[src/rtl/aux_dma_pkg.sv]
package aux_dma_pkg;
  localparam int unsigned REG_W  = 32;
  localparam int unsigned HALF_W = 16;
  localparam int unsigned BEAT_B = 8;

  localparam logic [3:0] SEL_INFO   = 4'd0;
  localparam logic [3:0] SEL_MODE   = 4'd1;
  localparam logic [3:0] SEL_REFR   = 4'd2;
  localparam logic [3:0] SEL_MM_HI  = 4'd4;
  localparam logic [3:0] SEL_MM_LO  = 4'd5;
  localparam logic [3:0] SEL_AUX_HI = 4'd6;
  localparam logic [3:0] SEL_AUX_LO = 4'd7;
  localparam logic [3:0] SEL_CNT_HI = 4'd8;
  localparam logic [3:0] SEL_CNT_LO = 4'd9;

  typedef enum logic [1:0] {
    ST_IDLE = 2'd0,
    ST_CHK  = 2'd1,
    ST_RD   = 2'd2,
    ST_WR   = 2'd3
  } dma_state_e;
endpackage

[src/rtl/aux_dma_regs.sv]
module aux_dma_regs
  import aux_dma_pkg::*;
#(
  parameter int unsigned SIZE_SHIFT  = 20,
  parameter int unsigned REFRESH_RST = 156
) (
  input  logic              clk_i,
  input  logic              rst_ni,
  input  logic              wr_i,
  input  logic              wide_i,
  input  logic [3:0]        sel_i,
  input  logic [REG_W-1:0]  wdata_i,
  output logic [HALF_W-1:0] rdata_o,
  input  logic              busy_i,
  input  logic              adv_i,
  input  logic              skip_i,
  output logic              start_o,
  output logic [REG_W-1:0]  mm_addr_o,
  output logic [REG_W-1:0]  aux_addr_o,
  output logic [REG_W-1:0]  cnt_o,
  output logic [REG_W:0]    limit_o
);
  localparam int unsigned INFO_W = 7;
  localparam int unsigned SIZE_W = 6;

  logic [INFO_W-1:0] info_q;
  logic [HALF_W-1:0] mode_q, refr_q;
  logic [REG_W-1:0]  mm_q, aux_q, cnt_q;
  logic [HALF_W-1:0] wlo;

  assign wlo = wdata_i[HALF_W-1:0];

  function automatic logic [REG_W-1:0] upd(input logic [REG_W-1:0] cur, input logic hi_hit,
                                           input logic lo_hit, input logic wide,
                                           input logic [REG_W-1:0] wd);
    logic [REG_W-1:0] r;
    r = cur;
    if (hi_hit && wide)  r = wd;
    else if (hi_hit)     r[REG_W-1:HALF_W] = wd[HALF_W-1:0];
    else if (lo_hit)     r[HALF_W-1:0]     = wd[HALF_W-1:0];
    return r;
  endfunction

  logic mm_hit, aux_hit, cnt_hit;
  assign mm_hit  = wr_i && (sel_i == SEL_MM_HI  || sel_i == SEL_MM_LO);
  assign aux_hit = wr_i && (sel_i == SEL_AUX_HI || sel_i == SEL_AUX_LO);
  assign cnt_hit = wr_i && (sel_i == SEL_CNT_HI || sel_i == SEL_CNT_LO);

  assign start_o = wr_i && !busy_i &&
                   ((sel_i == SEL_CNT_LO && !wide_i) || (sel_i == SEL_CNT_HI && wide_i));

  always_ff @(posedge clk_i or negedge rst_ni) begin
    if (!rst_ni) begin
      info_q <= '0;
      mode_q <= HALF_W'(1);
      refr_q <= HALF_W'(REFRESH_RST);
      mm_q   <= '0;
      aux_q  <= '0;
      cnt_q  <= '0;
    end else begin
      if (wr_i && sel_i == SEL_INFO) info_q <= wlo[INFO_W-1:0];
      if (wr_i && sel_i == SEL_MODE) mode_q <= wlo;
      if (wr_i && sel_i == SEL_REFR) refr_q <= wlo;
      // host write wins over engine update in the same cycle
      if (mm_hit)
        mm_q <= upd(mm_q, sel_i == SEL_MM_HI, sel_i == SEL_MM_LO, wide_i, wdata_i);
      else if (adv_i)
        mm_q <= mm_q + REG_W'(BEAT_B);
      if (aux_hit)
        aux_q <= upd(aux_q, sel_i == SEL_AUX_HI, sel_i == SEL_AUX_LO, wide_i, wdata_i);
      else if (adv_i)
        aux_q <= aux_q + REG_W'(BEAT_B);
      if (cnt_hit)
        cnt_q <= upd(cnt_q, sel_i == SEL_CNT_HI, sel_i == SEL_CNT_LO, wide_i, wdata_i);
      else if (adv_i || skip_i)
        cnt_q <= cnt_q - REG_W'(BEAT_B);
    end
  end

  always_comb begin
    unique case (sel_i)
      SEL_INFO:   rdata_o = HALF_W'(info_q);
      SEL_MODE:   rdata_o = mode_q;
      SEL_REFR:   rdata_o = refr_q;
      SEL_MM_HI:  rdata_o = mm_q[REG_W-1:HALF_W];
      SEL_MM_LO:  rdata_o = mm_q[HALF_W-1:0];
      SEL_AUX_HI: rdata_o = aux_q[REG_W-1:HALF_W];
      SEL_AUX_LO: rdata_o = aux_q[HALF_W-1:0];
      SEL_CNT_HI: rdata_o = cnt_q[REG_W-1:HALF_W];
      SEL_CNT_LO: rdata_o = cnt_q[HALF_W-1:0];
      default:    rdata_o = '0;
    endcase
  end

  assign limit_o    = (REG_W+1)'(info_q[SIZE_W-1:0]) << SIZE_SHIFT;
  assign mm_addr_o  = mm_q;
  assign aux_addr_o = aux_q;
  assign cnt_o      = cnt_q;

  AST_SKIP_HOLDS_ADDR: assert property (@(posedge clk_i) disable iff (!rst_ni)
    (skip_i && !wr_i) |=> ($stable(aux_q) && $stable(mm_q)));
  AST_BEAT_DECREMENTS: assert property (@(posedge clk_i) disable iff (!rst_ni)
    ((adv_i || skip_i) && !wr_i) |=> (cnt_q == $past(cnt_q) - REG_W'(BEAT_B)));
  AST_LOW_BITS_KEPT: assert property (@(posedge clk_i) disable iff (!rst_ni)
    ((adv_i || skip_i) && !wr_i) |=> (cnt_q[2:0] == $past(cnt_q[2:0])));
endmodule

[src/rtl/aux_dma_ctrl.sv]
module aux_dma_ctrl
  import aux_dma_pkg::*;
#(
  parameter int unsigned DATA_W = 64
) (
  input  logic              clk_i,
  input  logic              rst_ni,
  input  logic              start_i,
  input  logic [REG_W-1:0]  cnt_i,
  input  logic [REG_W-1:0]  aux_addr_i,
  input  logic [REG_W:0]    limit_i,
  output logic              aux_req_o,
  input  logic              aux_ready_i,
  input  logic [DATA_W-1:0] aux_rdata_i,
  output logic              mm_req_o,
  input  logic              mm_ready_i,
  output logic [DATA_W-1:0] mm_wdata_o,
  output logic              adv_o,
  output logic              skip_o,
  output logic              busy_o,
  output logic              done_o
);
  localparam int unsigned LSB = $clog2(BEAT_B);

  dma_state_e        st_q, st_d;
  logic [DATA_W-1:0] data_q;
  logic              cnt_zero, in_range;

  assign cnt_zero = (cnt_i[REG_W-1:LSB] == '0);
  assign in_range = ({1'b0, aux_addr_i} < limit_i);

  always_comb begin
    st_d = st_q;
    unique case (st_q)
      ST_IDLE: if (start_i) st_d = ST_CHK;
      ST_CHK:  if (cnt_zero) st_d = ST_IDLE;
               else if (in_range) st_d = ST_RD;
      ST_RD:   if (aux_ready_i) st_d = ST_WR;
      ST_WR:   if (mm_ready_i) st_d = ST_CHK;
      default: st_d = ST_IDLE;
    endcase
  end

  always_ff @(posedge clk_i or negedge rst_ni) begin
    if (!rst_ni) begin
      st_q   <= ST_IDLE;
      data_q <= '0;
    end else begin
      st_q <= st_d;
      if (st_q == ST_RD && aux_ready_i) data_q <= aux_rdata_i;
    end
  end

  assign aux_req_o  = (st_q == ST_RD);
  assign mm_req_o   = (st_q == ST_WR);
  assign mm_wdata_o = data_q;
  assign adv_o      = (st_q == ST_WR) && mm_ready_i;
  assign skip_o     = (st_q == ST_CHK) && !cnt_zero && !in_range;
  assign done_o     = (st_q == ST_CHK) && cnt_zero;
  assign busy_o     = (st_q != ST_IDLE);

  AST_DONE_ONE_CYCLE: assert property (@(posedge clk_i) disable iff (!rst_ni)
    done_o |=> !done_o);
  AST_DONE_THEN_IDLE: assert property (@(posedge clk_i) disable iff (!rst_ni)
    done_o |=> !busy_o);
  AST_AUX_REQ_HOLD: assert property (@(posedge clk_i) disable iff (!rst_ni)
    (aux_req_o && !aux_ready_i) |=> (aux_req_o && $stable(aux_addr_i)));
  AST_MM_REQ_HOLD: assert property (@(posedge clk_i) disable iff (!rst_ni)
    (mm_req_o && !mm_ready_i) |=> (mm_req_o && $stable(mm_wdata_o)));
  AST_AUX_REQ_IN_RANGE: assert property (@(posedge clk_i) disable iff (!rst_ni)
    $rose(aux_req_o) |-> $past({1'b0, aux_addr_i} < limit_i));
  AST_NO_REQ_AT_START: assert property (@(posedge clk_i) disable iff (!rst_ni)
    $rose(busy_o) |-> (!aux_req_o && !mm_req_o));
endmodule

[src/rtl/aux_dma.sv]
module aux_dma
  import aux_dma_pkg::*;
#(
  parameter int unsigned DATA_W      = 64,
  parameter int unsigned SIZE_SHIFT  = 20,
  parameter int unsigned REFRESH_RST = 156
) (
  input  logic              clk_i,
  input  logic              rst_ni,
  input  logic              reg_wr_i,
  input  logic              reg_wide_i,
  input  logic [3:0]        reg_sel_i,
  input  logic [31:0]       reg_wdata_i,
  output logic [15:0]       reg_rdata_o,
  output logic              aux_req_o,
  output logic [31:0]       aux_addr_o,
  input  logic              aux_ready_i,
  input  logic [DATA_W-1:0] aux_rdata_i,
  output logic              mm_req_o,
  output logic [31:0]       mm_addr_o,
  output logic [DATA_W-1:0] mm_wdata_o,
  input  logic              mm_ready_i,
  output logic              busy_o,
  output logic              done_o
);
  logic             start, adv, skip;
  logic [REG_W-1:0] cnt;
  logic [REG_W:0]   limit;

  aux_dma_regs #(
    .SIZE_SHIFT (SIZE_SHIFT),
    .REFRESH_RST(REFRESH_RST)
  ) i_regs (
    .clk_i     (clk_i),
    .rst_ni    (rst_ni),
    .wr_i      (reg_wr_i),
    .wide_i    (reg_wide_i),
    .sel_i     (reg_sel_i),
    .wdata_i   (reg_wdata_i),
    .rdata_o   (reg_rdata_o),
    .busy_i    (busy_o),
    .adv_i     (adv),
    .skip_i    (skip),
    .start_o   (start),
    .mm_addr_o (mm_addr_o),
    .aux_addr_o(aux_addr_o),
    .cnt_o     (cnt),
    .limit_o   (limit)
  );

  aux_dma_ctrl #(
    .DATA_W(DATA_W)
  ) i_ctrl (
    .clk_i      (clk_i),
    .rst_ni     (rst_ni),
    .start_i    (start),
    .cnt_i      (cnt),
    .aux_addr_i (aux_addr_o),
    .limit_i    (limit),
    .aux_req_o  (aux_req_o),
    .aux_ready_i(aux_ready_i),
    .aux_rdata_i(aux_rdata_i),
    .mm_req_o   (mm_req_o),
    .mm_ready_i (mm_ready_i),
    .mm_wdata_o (mm_wdata_o),
    .adv_o      (adv),
    .skip_o     (skip),
    .busy_o     (busy_o),
    .done_o     (done_o)
  );

  AST_START_SETS_BUSY: assert property (@(posedge clk_i) disable iff (!rst_ni)
    (start && !busy_o) |=> busy_o);
  AST_NO_RESTART: assert property (@(posedge clk_i) disable iff (!rst_ni)
    (busy_o && !done_o) |=> busy_o);
endmodule

[config.mk]
export PLATFORM = sky130hd
export DESIGN_NAME = aux_dma
export DESIGN_NICKNAME = d
export VERILOG_FILES = /design/src/rtl/aux_dma_pkg.sv /design/src/rtl/aux_dma_regs.sv /design/src/rtl/aux_dma_ctrl.sv /design/src/rtl/aux_dma.sv
export SDC_FILE = /design/constraint.sdc
export NUM_CORES = 1
export LEC_CHECK = 0
export BUFFER_PORTS_ARGS = -buffer_cell sky130_fd_sc_hd__buf_2
export CAP_MARGIN = 5
export CORE_MARGIN = 8
export CORE_UTILIZATION = 50
export DETAILED_ROUTE_END_ITERATION = 6
export PLACE_DENSITY = 0.7
export SYNTH_ARGS = -nofsm -noshare
export SYNTH_HDL_FRONTEND = slang
export SYNTH_HIERARCHICAL = 1
export SYNTH_SLANG_ARGS = --single-unit
[constraint.sdc]
create_clock -name clk_i -period 3.3 [get_ports clk_i]
set_input_delay 0.33 -clock clk_i [delete_from_list [all_inputs] [get_ports clk_i]]
set_output_delay 0.33 -clock clk_i [all_outputs]
set_load 0.03 [all_outputs]
* After elaboration in Yosys (flattened, before gate mapping) *
Cells that the tools add are included.

cells by class
  add/sub/neg operators = 3
  magnitude comparators = 1
  eq/ne operators = 24
  muxes and demuxes = 25
  reductions and logical operators = 40

operators with widths
  operator                 number
  $mux W32                 9
  $mux W16                 9
  $pmux W16 S9             1
  $add A32 B4 Y32 const B  2
  $lt A32 B26 Y1           1
  $sub A32 B4 Y32 const B  1
  $logic_not A29 Y1        1
  $ne A3 B3 Y1 const B     9
  $logic_and A1 B1 Y1      17
  $eq A4 B3 Y1 const B     4
  $mux W2                  5
  $reduce_and A3 Y1        3
  $eq A4 B4 Y1 const B     2
  $pmux W2 S4              1
  $reduce_bool A2 Y1       4
  $ne A2 B1 Y1 const B     3
  $reduce_and A2 Y1        3
  $logic_or A1 B1 Y1       5
  $eq A2 B2 Y1 const B     2
  $eq A4 B1 Y1 const B     1
  $eq A4 B2 Y1 const B     1
  $logic_not A1 Y1         4
  $logic_not A4 Y1         1
  $reduce_and A4 Y1        1
  3 further kinds          3

storage, ports and cells
  flip-flop bits (word level) = 201
  input bits = 106
  output and inout bits = 148
  word-level logic and storage cells = 104

* Longest topological paths before layout *
  word-level depth = 7
  mapped depth = 15
  gate-level depth less buffers = 13

* Cells and area by module *
Netlist, hierarchy kept.

modules (own cells, without submodules)
  module        times used  cells each  area each (um^2)  seq. area each (um^2)
  aux_dma_regs  1           1,033       9,039.9           3,384.5
  aux_dma_ctrl  1           292         3,485.8           1,651.6

* Worst setup path after synthesis *
No wires, ideal clock.

  kind = register to register
  from = register i_regs.aux_q[24], in the netlist i_regs/aux_addr_o[24]
  to = register i_regs.cnt_q[31], in the netlist i_regs/cnt_o[31]
  library setup time = 0.124 ns
  arrival time = 2.839 ns
  data required time = 3.176 ns
  slack = 0.337 ns
  stages on the path, launching flop included = 14
  path buffers = 1
  clock period less this slack = 2.963 ns
  cell sequence = dfrtp_1 ha_1 a41o_1 a21oi_1 nor3_1 a211o_1 nor2_1 nor2_1 nor2_1 nand2_1 nand2_1 clkbuf_1 nor4_1 a211o_1

on the way
  word-level cells in the longest chain between the ends = 6

RTL lines
  element                              RTL line            RTL
  start: declaration                   aux_dma_regs.sv:28  logic [REG_W-1:0] mm_q, aux_q, cnt_q;
  start signal: assignment             aux_dma_regs.sv:70  aux_q <= upd(aux_q, sel_i == SEL_AUX_HI, sel_i == SEL_AUX_LO, wide_i, wdata_i);
  start signal: assignment             aux_dma_regs.sv:72  aux_q <= aux_q + REG_W'(BEAT_B);
  $lt A32 B26 Y1                       aux_dma_ctrl.sv:30  assign in_range = ({1'b0, aux_addr_i} < limit_i);
  $logic_not A1 Y1                     aux_dma_ctrl.sv:58  assign skip_o = (st_q == ST_CHK) && !cnt_zero && !in_range;
  $logic_and A1 B1 Y1                  aux_dma_ctrl.sv:58
  named net skip                       aux_dma.sv:26       logic start, adv, skip;
  $logic_or A1 B1 Y1                   aux_dma_regs.sv:75  else if (adv_i || skip_i)
  $reduce_bool A2 Y1 (no source line)  n/a
  $reduce_and A2 Y1 (no source line)   n/a
  end signal: assignment               aux_dma_regs.sv:74  cnt_q <= upd(cnt_q, sel_i == SEL_CNT_HI, sel_i == SEL_CNT_LO, wide_i, wdata_i);
  end signal: assignment               aux_dma_regs.sv:76  cnt_q <= cnt_q - REG_W'(BEAT_B);
  end: declaration                     aux_dma_regs.sv:28

The timed path passes the listed nets, and every way through them passes these cells.
A chain may end at the register's enable or synchronous reset.

* Final worst setup path *
  from = register i_regs.aux_q[26], in the netlist i_regs/aux_addr_o[26]
  to = register i_regs.cnt_q[29], in the netlist i_regs/cnt_o[29]

The elaborated chain is that of the path after synthesis.

==> summary.md <==
| Metric | Value |
|---|---|
| Run status | `complete, but fails checks` |
| Failing checks | `design-rule violations` |
| Hold Crit Class | `input pin to flop` |
| Post-synth ARST share | `100.0%` |
| Antenna-violating nets left | `0` |
| RSZ-0062 raised after global routing | `no` |
| Final setup viols | `0` |
| # diodes | `0` |
| Worst EP required | `3710 ps` |
| Yosys reg bits | `201` |
| Vias per cell | `6.484` |
| Worst Setup End Kind | `flop` |
| Hold Crit Start | `aux_rdata_i[63]` |
| Routability cong. | `0.9872` |
| Layout Nets | `1,734` |
| CTS Sinks | `201` |
| Dpl hpwl | `35,480 um` |
| Main combinational cell family by area after synthesis | `compound AO/OA/AOI/OAI gates` |
| Power Dens Cells | `799.5 mW/mm^2` |
| Multiplexer share of the synthesized area | `12.33%` |
| Most common cell after layout, fill and taps aside | `buf_2` |
| DR WL/cell | `24.77 um` |
| Post-Syn Area per Cell | `9.453 um^2` |
| Root buffer cell | `clkbuf_16` |
| Synthesized area | `0.01253 mm^2` |
| Leading area contributor after synthesis | `dfrtp_1` |
| Worst Path Arrival | `3500 ps` |
| Worst-Margin Slew | `1112 ps` |
| Multi-input gate area in the final layout | `0.006897 mm^2` |
| Top post-synthesis cells by area | `dfrtp_1 39%, mux2_2 11%, a21oi_1 3.9%` |
| Count of cell types in the netlist | `84` |
| Initial DRT Pass Iterations | `7` |
| Core Region | `0.02489 mm^2` |
| Num CTS Buffers | `23` |
| Chip width | `174.3 um` |
| Fmax | `323.3 MHz` |
| FF-to-FF Start | `i_regs/aux_addr_o[26]` |
| Clock slew at reported path FFs | `60 ps` |
| Seq/Total Area, Yosys | `40.21%` |
| Final core utilization | `61.19%` |
| Post-synth EDFFs | `0` |
| Synthesized netlist cell count | `1,325` |
| Vert. Die Dim | `174.3 um` |
| Synth-to-layout area growth | `21.60%` |
| Beginning of the critical path | `i_regs/aux_addr_o[26]` |
| Global-route wire length before repair | `72,440 um` |
| # fillers | `2,128` |
| Fin crit period | `3093 ps` |
| Synth Area in Compound Gates | `19.39%` |
| Largest net degree at the start of global routing | `80` |
| Grt ovf | `0` |
| Top-level port count | `254` |
| # DRC | `2` |
| Leak pwr | `6.873 nW` |
| CTS H-Tree Depth | `1` |
| Ys flop type | `dfrtp_1` |
| Final-report hold violation count | `0` |
| Routed WL | `47,950 um` |
| Ys Warns | `6` |
| Starting Density | `50.32%` |
| Initial antenna violation count | `4` |
| Global Route Usage Sum | `30.23%` |
| Share of the synthesized area in the top cell type | `39.16%` |
| Die area | `0.03037 mm^2` |
| Storage element area | `0.005036 mm^2` |
| Max Cap Viol | `0` |
| Layout cell share with drive strength beyond 1 | `33.44%` |
| Post-Synth Adder-Cell Area | `3.896%` |
| TritonCTS clock tree | `built` |
| Vias post-DR | `12,550` |
| Slew Limit Fails | `0` |
| Simple-Gate Fraction of Synth Area | `17.90%` |
| Slew margin rel. | `25.89%` |
| VDD IR max | `0.0009501 V` |
| Final Cycle Share | `93.73%` |
| Post-Synth XOR/XNOR Area | `0%` |
| DR iter-0 viols | `1,732` |
| CP Launch Type | `flop` |
| Worst Path Max Fanout | `6` |
| Skew-Pair Late Insertion Delay | `540 ps` |
| Fin Setup TNS | `0 ps` |
| Row count | `58` |
| Vias in the first global route | `12,250` |
| Clk_skew | `15.38 ps` |
| Critical path class | `flop to flop` |
| Port Buffers | `253` |
| Most frequent cells in the layout | `252 x buf_2, 196 x dfrtp_1, 122 x mux2_2` |
| Clock Tree Buf Depth | `3` |
==> routing by layer <==
| layer | track usage, % | vias to the layer above | wire (um) |
|---|---|---|---|
| met1 | 37.54 | 5990 | 17720 |
| met2 | 47.36 | 875 | 21730 |
| met4 | 16.28 | 8 | 2814 |
| li1 | - | 5489 | - |
| met5 | 0 | - | 48 |
| met3 | 8.093 | 191 | 5643 |
==> repair_timing <==
action	4_1_cts	5_1_grt
endpoints found under the hold margin	75	0
gates resized for setup	0	1
setup endpoints to repair	0	7
buffers inserted	0	0
hold buffers	1	0
==> power by group <==
| group | leakage (nW) | internal (mW) | total, mW | switching (mW) |
|---|---|---|---|---|
| clock network | 0.369 | 1.52 | 2.65 | 1.13 |
| registers | 2.43 | 3.36 | 4.21 | 0.848 |
| logic | 4.07 | 1.87 | 5.32 | 3.44 |
==> cell usage after synthesis, types with 15 or more instances <==
master    instances
o21ai_0          67
o22ai_1          15
nand3_1          57
a21oi_1          98
nor3_1           28
nor4_1           21
nor2_1           64
a221oi_1         19
a22o_1           23
dfrtp_1         196
ha_1             39
clkbuf_1         69
buf_4            33
a31oi_1          15
inv_1            50
nand2_1         114
nand4_1          32
mux2_2          122
mux2i_1          17
==> kinds of logic (layout without fill, tap and decap cells) <==
kind of cell / count (synthesis) / after routing
AO/OA/AOI/OAI: 358 / 358
adder cells (fa/ha/maj): 39 / 39
buffers and inverters: 172 / 427
flip-flops: 201 / 201
multiplexers: 139 / 139
other: 1 / 27
AND/OR/NAND/NOR: 415 / 415
==> worst paths after layout <==
path	to	slack (ps)	cells past startpoint
hold / removal	i_ctrl/mm_wdata_o[63]	20	2
setup / recovery	i_regs/cnt_o[29]	210	12
setup reg to reg	i_regs/cnt_o[29]	210	12
hold reg to reg	i_regs/mode_q[14]	490	2
min in group asynchronous	i_regs/cnt_o[24]	390	2
max in group asynchronous	i_regs/refr_q[7]	1910	3
==> final cells by class <==
class / instances / area share [%]
Sequential cell: 201 / 33.06
Inverter: 50 / 1.232
Clock buffer: 27 / 4.075
Timing Repair Buffer: 335 / 12.59
Multi-Input combinational cell: 978 / 45.28
Clock inverter: 15 / 1.043
Tap cell: 330 / 2.711
==> worst max-delay path, cell delays in order, from the launching register on <==
cell	delay, ps
dfrtp_1	450
ha_1	350
nand4_2	160
nor4_4	380
nand2_1	120
o221ai_2	280
nor2_1	70
nor2_1	120
nor2_1	130
nand2_1	160
nand2_1	100
o311a_1	360
a211o_1	270
==> sequential cells by signal (all words and copies together), names as in the netlist <==
register and flops:
i_regs/mm_addr_o 32, i_regs/cnt_o 32, i_regs/info_q 7, i_regs/refr_q 16
i_regs/mode_q 16, i_ctrl/st_q 2, i_ctrl/mm_wdata_o 64, i_regs/aux_addr_o 32
==> metrics by stage <==
step,setup slack [ps],instance area [um^2],power (mW),instances,hold slack (ps)
6_report,206.8,15230,12.18,1936,15.94
5_1_grt,0.4747,15230,12.75,1936,16.72
4_1_cts,208.3,15220,12.16,1936,10.85
3_5_place_dp,222.4,14430,9.483,1893,416.7
3_3_place_gp,308.8,14430,9.339,1893,422.2
2_1_floorplan,337.0,12620,7.451,1351,34.41
Power figures use the tool's default switching activity.
